===== src/rtl/usb_txhs_pkg.sv =====
package usb_txhs_pkg;

    typedef enum logic [1:0] {
        TK_IN    = 2'd0,
        TK_OUT   = 2'd1,
        TK_SETUP = 2'd2,
        TK_RSVD  = 2'd3
    } tok_kind_e;

    typedef enum logic [2:0] {
        RS_NONE  = 3'd0,
        RS_DATA  = 3'd1,
        RS_NAK   = 3'd2,
        RS_STALL = 3'd3,
        RS_ACK   = 3'd4
    } resp_e;

    // control byte: bit 7 arm, 6 toggle, 5 stall, 4 flag, 3:0 count
    typedef struct packed {
        logic       arm;
        logic       tog;
        logic       stall;
        logic       flag;
        logic [3:0] cnt;
    } ep_reg_t;

endpackage


===== src/rtl/usb_txhs_resp.sv =====
module usb_txhs_resp
    import usb_txhs_pkg::*;
#(
    parameter int MAX_BYTES = 8
) (
    input  tok_kind_e  kind,
    input  logic       ep,
    input  ep_reg_t    ep0,
    input  ep_reg_t    ep1,
    output resp_e      code,
    output logic [3:0] cnt,
    output logic       tog
);
    localparam logic [3:0] CNT_MAX = 4'(MAX_BYTES);

    ep_reg_t sel;
    logic    live;

    always_comb begin
        sel  = ep ? ep1 : ep0;
        live = ep ? ep1.flag : 1'b1;
        code = RS_NONE;
        if (live) begin
            case (kind)
                TK_SETUP: code = ep ? RS_NONE : RS_ACK;
                TK_IN:    code = sel.stall ? RS_STALL : (sel.arm ? RS_DATA : RS_NAK);
                TK_OUT:   code = sel.stall ? RS_STALL : (ep ? RS_NONE : RS_ACK);
                default:  code = RS_NONE;
            endcase
        end
        cnt = '0;
        tog = 1'b0;
        if (code == RS_DATA) begin
            cnt = (sel.cnt > CNT_MAX) ? CNT_MAX : sel.cnt;
            tog = sel.tog;
        end
    end
endmodule


===== src/rtl/usb_txhs_ack_win.sv =====
module usb_txhs_ack_win #(
    parameter int ACK_TIMEOUT = 16
) (
    input  logic clk,
    input  logic rst_n,
    input  logic start,
    input  logic start_ep,
    input  logic token,
    input  logic ack,
    output logic ack_hit,
    output logic ack_ep
);
    localparam int TW = $clog2(ACK_TIMEOUT + 1);

    typedef struct packed {
        logic          open;
        logic          ep;
        logic [TW-1:0] timer;
    } win_t;

    win_t d, q;

    assign ack_hit = q.open && ack;
    assign ack_ep  = q.ep;

    always_comb begin
        d = q;
        if (start) begin
            d.open  = 1'b1;
            d.ep    = start_ep;
            d.timer = TW'(ACK_TIMEOUT);
        end else if (token || ack_hit || (q.open && q.timer == '0)) begin
            d.open  = 1'b0;
            d.timer = '0;
        end else if (q.open) begin
            d.timer = q.timer - 1'b1;
        end
    end

    always_ff @(posedge clk or negedge rst_n) begin
        if (!rst_n) q <= '0;
        else        q <= d;
    end
endmodule


===== src/rtl/usb_txhs_ctrl.sv =====
module usb_txhs_ctrl
    import usb_txhs_pkg::*;
#(
    parameter int          ACK_TIMEOUT = 16,
    parameter int          MAX_BYTES   = 8,
    parameter logic [7:0]  EP0_ADDR    = 8'h10,
    parameter logic [7:0]  EP1_ADDR    = 8'h11
) (
    input  logic       clk,
    input  logic       rst_n,
    input  logic       reg_we,
    input  logic [7:0] reg_addr,
    input  logic [7:0] reg_wdata,
    output logic [7:0] reg_rdata,
    input  logic       tok_valid,
    input  logic [1:0] tok_kind,
    input  logic       tok_ep,
    input  logic       host_ack,
    input  logic       rx_err,
    output logic       resp_valid,
    output logic [2:0] resp_code,
    output logic [3:0] resp_cnt,
    output logic       resp_toggle,
    output logic       ep0_irq,
    output logic       ep1_irq
);
    typedef struct packed {
        ep_reg_t    ep0;
        ep_reg_t    ep1;
        logic       rx_open;
        logic       rvalid;
        resp_e      rcode;
        logic [3:0] rcnt;
        logic       rtog;
        logic       irq0;
        logic       irq1;
    } st_t;

    st_t d, q;

    tok_kind_e  kind;
    resp_e      sel_code;
    logic [3:0] sel_cnt;
    logic       sel_tog;
    logic       ack_hit, ack_ep;
    logic       start_win;

    // visible to the bound checker
    ep_reg_t ep0_q, ep1_q;
    assign ep0_q = q.ep0;
    assign ep1_q = q.ep1;

    assign kind      = tok_kind_e'(tok_kind);
    assign start_win = tok_valid && (sel_code == RS_DATA);

    usb_txhs_resp #(.MAX_BYTES(MAX_BYTES)) u_resp (
        .kind (kind),
        .ep   (tok_ep),
        .ep0  (q.ep0),
        .ep1  (q.ep1),
        .code (sel_code),
        .cnt  (sel_cnt),
        .tog  (sel_tog)
    );

    usb_txhs_ack_win #(.ACK_TIMEOUT(ACK_TIMEOUT)) u_win (
        .clk      (clk),
        .rst_n    (rst_n),
        .start    (start_win),
        .start_ep (tok_ep),
        .token    (tok_valid),
        .ack      (host_ack),
        .ack_hit  (ack_hit),
        .ack_ep   (ack_ep)
    );

    always_comb begin
        d      = q;
        d.irq0 = 1'b0;
        d.irq1 = 1'b0;

        // software access first; hardware events below take precedence
        if (reg_we && reg_addr == EP0_ADDR) d.ep0 = ep_reg_t'(reg_wdata);
        if (reg_we && reg_addr == EP1_ADDR) d.ep1 = ep_reg_t'(reg_wdata);

        d.rvalid = tok_valid && (sel_code != RS_NONE);
        d.rcode  = tok_valid ? sel_code : RS_NONE;
        d.rcnt   = tok_valid ? sel_cnt  : 4'd0;
        d.rtog   = tok_valid && sel_tog;

        if (rx_err && q.rx_open) d.ep0.flag = 1'b1;

        if (tok_valid) begin
            d.rx_open = !tok_ep && (kind == TK_OUT || kind == TK_SETUP);
            if (!tok_ep && kind == TK_SETUP) begin
                d.ep0.stall = 1'b0;
                d.ep0.arm   = 1'b0;
            end
        end

        if (ack_hit) begin
            if (ack_ep) begin
                d.ep1.arm = 1'b0;
                d.irq1    = 1'b1;
            end else begin
                d.ep0.arm = 1'b0;
                d.irq0    = 1'b1;
            end
        end
    end

    always_ff @(posedge clk or negedge rst_n) begin
        if (!rst_n) q <= '0;
        else        q <= d;
    end

    always_comb begin
        if (reg_addr == EP0_ADDR)      reg_rdata = q.ep0;
        else if (reg_addr == EP1_ADDR) reg_rdata = q.ep1;
        else                           reg_rdata = 8'h00;
    end

    assign resp_valid  = q.rvalid;
    assign resp_code   = q.rcode;
    assign resp_cnt    = q.rcnt;
    assign resp_toggle = q.rtog;
    assign ep0_irq     = q.irq0;
    assign ep1_irq     = q.irq1;
endmodule


===== config.mk =====
export PLATFORM = sky130hd
export DESIGN_NAME = usb_txhs_ctrl
export DESIGN_NICKNAME = d
export VERILOG_FILES = /design/src/rtl/usb_txhs_pkg.sv /design/src/rtl/usb_txhs_resp.sv /design/src/rtl/usb_txhs_ack_win.sv /design/src/rtl/usb_txhs_ctrl.sv
export SDC_FILE = /design/constraint.sdc
export NUM_CORES = 1
export LEC_CHECK = 0
export BUFFER_PORTS_ARGS = -buffer_cell sky130_fd_sc_hd__buf_2
export CAP_MARGIN = 25
export CORE_AREA = 10 10 74 107
export CTS_BUF_LIST = sky130_fd_sc_hd__clkbuf_8
export DETAILED_ROUTE_END_ITERATION = 10
export DIE_AREA = 0 0 84 117
export PLACE_DENSITY_LB_ADDON = 0.3
export SYNTH_ARGS = -nofsm -noshare
export SYNTH_HDL_FRONTEND = slang
export SYNTH_SLANG_ARGS = --single-unit

===== constraint.sdc =====
create_clock -name clk -period 2.9 [get_ports clk]
set_clock_uncertainty 0.1 [all_clocks]
set_input_delay 0.29 -clock clk [delete_from_list [all_inputs] [get_ports clk]]
set_output_delay 0.29 -clock clk [all_outputs]
set_load 0.02 [all_outputs]

# --- Word-level counts from Yosys, hierarchy flattened ---
# Cells that the tools add are included.
totals:
  out_inout_bits: 19
  regBits: 35
  in_bits: 25
  word_cells: 81
op_classes:
  magnitude_cmp: 1
  addsub: 1
  eq_ne: 5
  n_reduce_logical: 20
  n_mux: 34
ops:
  columns: ["cell", "n"]
  rows:
  - ["$mux 8", 5]
  - ["$eq 8x5->1 const B", 2]
  - ["$mux 1", 15]
  - ["$mux 3", 5]
  - ["$mux 5", 3]
  - ["$mux 4", 3]
  - ["$logic_and 1x1->1", 10]
  - ["$pmux 3 s3", 1]
  - ["$reduce_bool 3->1", 2]
  - ["$logic_not 5->1", 1]
  - ["$sub 5x1->5 const B", 1]
  - ["$gt 4x4->1 const B", 1]
  - ["$mux 2", 2]
  - ["$reduce_bool 2->1", 2]
  - ["$eq 3x1->1 const B", 1]
  - ["$logic_or 1x1->1", 3]
  - ["$eq 2x1->1 const B", 1]
  - ["$eq 2x2->1 const B", 1]
  - ["$logic_not 2->1", 1]
  - ["$logic_not 1->1", 1]

# --- Logic depth before layout (Yosys ltp) ---
logic_depth:
  word_depth: 8
  mapped_depth: 7

# --- Cells and area by module ---
# A second synthesis with hierarchy kept.
unflattened:
  cells_unflattened: 168
  area_unflattened_um2: 1890.6
modules_own_cells:
  columns: ["module", "cells_per_inst", "area_each_um2", "instances"]
  rows:
  - ["usb_txhs_ctrl", 102, 1273.7, 1]
  - ["usb_txhs_ack_win", 31, 395.4, 1]
  - ["usb_txhs_resp", 35, 221.5, 1]

# --- Worst setup path after synthesis ---
# No wires, ideal clock.
synth_timing:
  path_type: "input port to output port"
  start: "input reg_addr[1]"
  end: "output reg_rdata[0]"
  path_buffers: 0
  required_ns: 2.510
  slack_ns: 0.821
  path_stages: 3
  t_arrival_ns: 1.689
  cell_sequence: "or4_4 > nor4_2 > a22o_1"
synth_via:
  elab_chain_cells: 3
  elab_cells_between_ends: 4
synth_rtl:
  columns: ["item", "line_no", "source"]
  rows:
  - ["start: declaration", "usb_txhs_ctrl.sv:12", "input logic [7:0] reg_addr,"]
  - ["$eq 8x5->1", "usb_txhs_ctrl.sv:119", "else if (reg_addr == EP1_ADDR) reg_rdata = q.ep1;"]
  - ["$mux 8", "usb_txhs_ctrl.sv:119", null]
  - ["$mux 8 (*)", "usb_txhs_ctrl.sv:118", "if (reg_addr == EP0_ADDR) reg_rdata = q.ep0;"]
  - ["end: declaration", "usb_txhs_ctrl.sv:14", "output logic [7:0] reg_rdata,"]
# Every way passes the cells marked *; elsewhere a longest branch is shown, timed or not.

# --- Final worst setup path ---
# Same ends and word-level chain as after synthesis.

==> impl_metrics.env <==
export IMPL_run_status="finished, violations left"
export IMPL_violations="negative hold slack"
export IMPL_crit_family="simple AND/OR/NAND/NOR gates"
export IMPL_finalWorstSetupSlack_ns=0.522
export IMPL_grt_ovfl_total=0
export IMPL_clk_root_buffer_cell="clkbuf_8"
export IMPL_clk_insertion_delay_late_ns=0.29
export IMPL_cts_buffers=5
export IMPL_synth_cells=153
export IMPL_min_path_type="in -> async"
export IMPL_timing_fmax_mhz=420
export IMPL_whs_ns=-0.0101
export IMPL_clockPowerShare=0.332
export IMPL_htree_levels=2
export IMPL_finalNetCount=224
export IMPL_cts_setup_buffers=0
export IMPL_yosysTopAreaCell="dfrtp_1"
export IMPL_synth_top_area_share=0.506
export IMPL_cts_tree="yes"
export IMPL_crit_start="reg_addr[1]"
export IMPL_crit_fanout=9
export IMPL_seq_power_share=0.539
export IMPL_core_mm2=0.00604
export IMPL_drtAntennaViolNets=0
export IMPL_power_per_cell_area_mw_per_mm2=488
export IMPL_cap_violations=0
export IMPL_p_leak_nw=1.07
export IMPL_ys_seq_area_frac=0.506
export IMPL_fin_crit_sh=0.820
export IMPL_antenna_found_initial=1
export IMPL_die_y_um=117
export IMPL_n_antenna_cell=0
export IMPL_grt_pass1_vias=1370
export IMPL_drtPass1Iterations=4
export IMPL_cts_buffer_depth=2
export IMPL_synth_flop_cell="dfrtp_1"
export IMPL_drt_initial_drc_count=83
export IMPL_combPwrFrac=0.129
export IMPL_grt_total_usage=0.0872
export IMPL_final_cell_mix="43 x buf_2, 35 x dfrtp_1, 15 x nor2_1"
export IMPL_cp_data_required_time_ns=2.51
export IMPL_critPathMaxStageDelay_ns=0.62
export IMPL_worst_slew_pin_slew_ns=0.795
export IMPL_vias=1238
export IMPL_totalWireLength_mm=4.02
export IMPL_stdcell_area_mm2=0.00206
export IMPL_setup_violations=0
export IMPL_final_common_cell="buf_2"
export IMPL_port_buffers=43
export IMPL_path_class="in -> out"
export IMPL_drive_gt1_frac=0.354
export IMPL_slew_headroom=0.470
export IMPL_timing_critical_path_mode_cell="buf_2"
export IMPL_yosysUniqueCellTypes=36
export IMPL_post_cts_resized=0
export IMPL_setup_tns_ns=0
export IMPL_syn_area_mm2=0.00173
export IMPL_syn_num_nets=183
export IMPL_pre_cts_ws_ns=0.488
export IMPL_p_int_mw=0.739
export IMPL_synth_area_leaders="dfrtp_1 51%, mux2_2 9.1%, a22o_1 4.0%"
export IMPL_postSynth_asyncResetShare=1.00
export IMPL_period_minus_slack_ns=2.38
export IMPL_gp_congestion=0.736
export IMPL_final_cells=269
export IMPL_dieArea_mm2=0.00983
export IMPL_start_kind="input pin"
export IMPL_worstPathCellList="buf_2 > or4_4 > nor4b_4 > a22o_1 > buf_2"
export IMPL_cts_sinks=35
export IMPL_path_clk_slew_ns=0.06
export IMPL_p_sw_mw=0.267
export IMPL_rows=35
export IMPL_dp_hpwl_mm=3.04
export IMPL_synth_yosys_warnings=0
export IMPL_drc=0
export IMPL_ctsHoldBuffers=0
export IMPL_power_switching_share=0.265
export IMPL_end_kind="output port"
export IMPL_ys_ff_latch=35
export IMPL_synth_edff_count=0
export IMPL_rsz0062_at_grt="no"
export IMPL_vias_per_cell=4.60
export IMPL_worst_path_buf_inv=2
export IMPL_placed_cells=261
export IMPL_syn2layout_area_growth_pct=19.2
export IMPL_crit_slowest_cell="nor4b_4"
export IMPL_cp_arrival_ns=1.99
export IMPL_place_area_mm2=0.00198
export IMPL_post_drt_wl_per_cell_um=14.9
export IMPL_finalPower_mw=1.01
export IMPL_die_x_um=84
export IMPL_reg2reg_from="ep0_q[5]"
export IMPL_fin_util=0.341
export IMPL_pin_count=44
export IMPL_grt_max_degree=36
export IMPL_avgSynthCellArea_um2=11.3
export IMPL_start_util=0.286
export IMPL_hold_violations=27
export IMPL_grt_pass1_wl_mm=6.74
export IMPL_ir_drop_mv=0.203
export IMPL_drv_slew=0
==> worst register-to-register path: stages, from the launching register on <==
cell	delay, ns
dfrtp_1	0.45
mux2_2	0.28
a21o_1	0.17
nand3_1	0.15
a2111o_1	0.32
mux2_2	0.38
==> cells by family (layout without fill, tap and decap cells) <==
kind of cell,after synthesis,after routing,synth area share
AND/OR/NAND/NOR,47,47,0.166
flip-flops,35,35,0.506
AO/OA/AOI/OAI,25,25,0.106
buffers and inverters,21,63,0.0615
multiplexers,18,18,0.114
adder cells (fa/ha/maj),5,5,0.0362
XOR/XNOR,2,2,0.0101
==> power groups by stage <==
stage / clock network [mW] / logic (mW) / registers (mW)
after floorplan: 0 / 0.0833 / 0.548
after global placement: 0 / 0.130 / 0.551
after detailed placement: 0 / 0.134 / 0.551
after CTS: 0.347 / 0.134 / 0.542
after global routing: 0.363 / 0.151 / 0.547
final: 0.333 / 0.130 / 0.542
==> synth_stat cells (all sizes together), types with 2 or more instances <==
library cell,instances
nand2,9
nand3,3
nor4,3
nand2b,2
mux2,14
nand3b,3
ha,5
nor3b,4
a31oi,3
inv,11
a22o,8
buf,9
dfrtp,35
o21ai,5
nor2b,3
a21oi,3
nor2,15
mux2i,4
nor3,2
==> final cells by class <==
cell class,instances,area (um2)
well taps,74,92.6
clock inverters,3,12.5
fillers,656,3980
flip-flops and latches,35,876
clock buffers,5,68.8
multi-input cells,97,748
inverters,11,41.3
repair buffers,44,223
==> worst paths after layout <==
kind                           endpoint  slack, ns  cells after the start
max reg2reg                u_win.ack_ep       0.93                      5
min reg2reg                     ep0_irq       0.38                      1
min in group clk               ep0_q[4]       0.14                      2
min                            ep0_q[6]      -0.01                      1
max in group asynchronous    u_win.q[4]       2.21                      1
max                        reg_rdata[0]       0.52                      5
==> layer usage <==
| layer | wire [um] | part of all wire | track usage | vias up |
|---|---|---|---|---|
| li1 | - | - | - | 611 |
| met1 | 1630 | 0.40 | 0.0894 | 592 |
| met2 | 2120 | 0.53 | 0.154 | 25 |
| met3 | 136 | 0.034 | 0.0256 | 8 |
| met4 | 114 | 0.028 | 0.0538 | 2 |
| met5 | 20 | 0.0050 | 0 | - |
==> flip-flops by register name, summed over array words and instances (netlist names), 3 cells and up <==
name	cells
ep1_q	8
ep0_q	8
resp_cnt	4
u_win.q	6
resp_code	3
(Power assumes the default switching activity.)
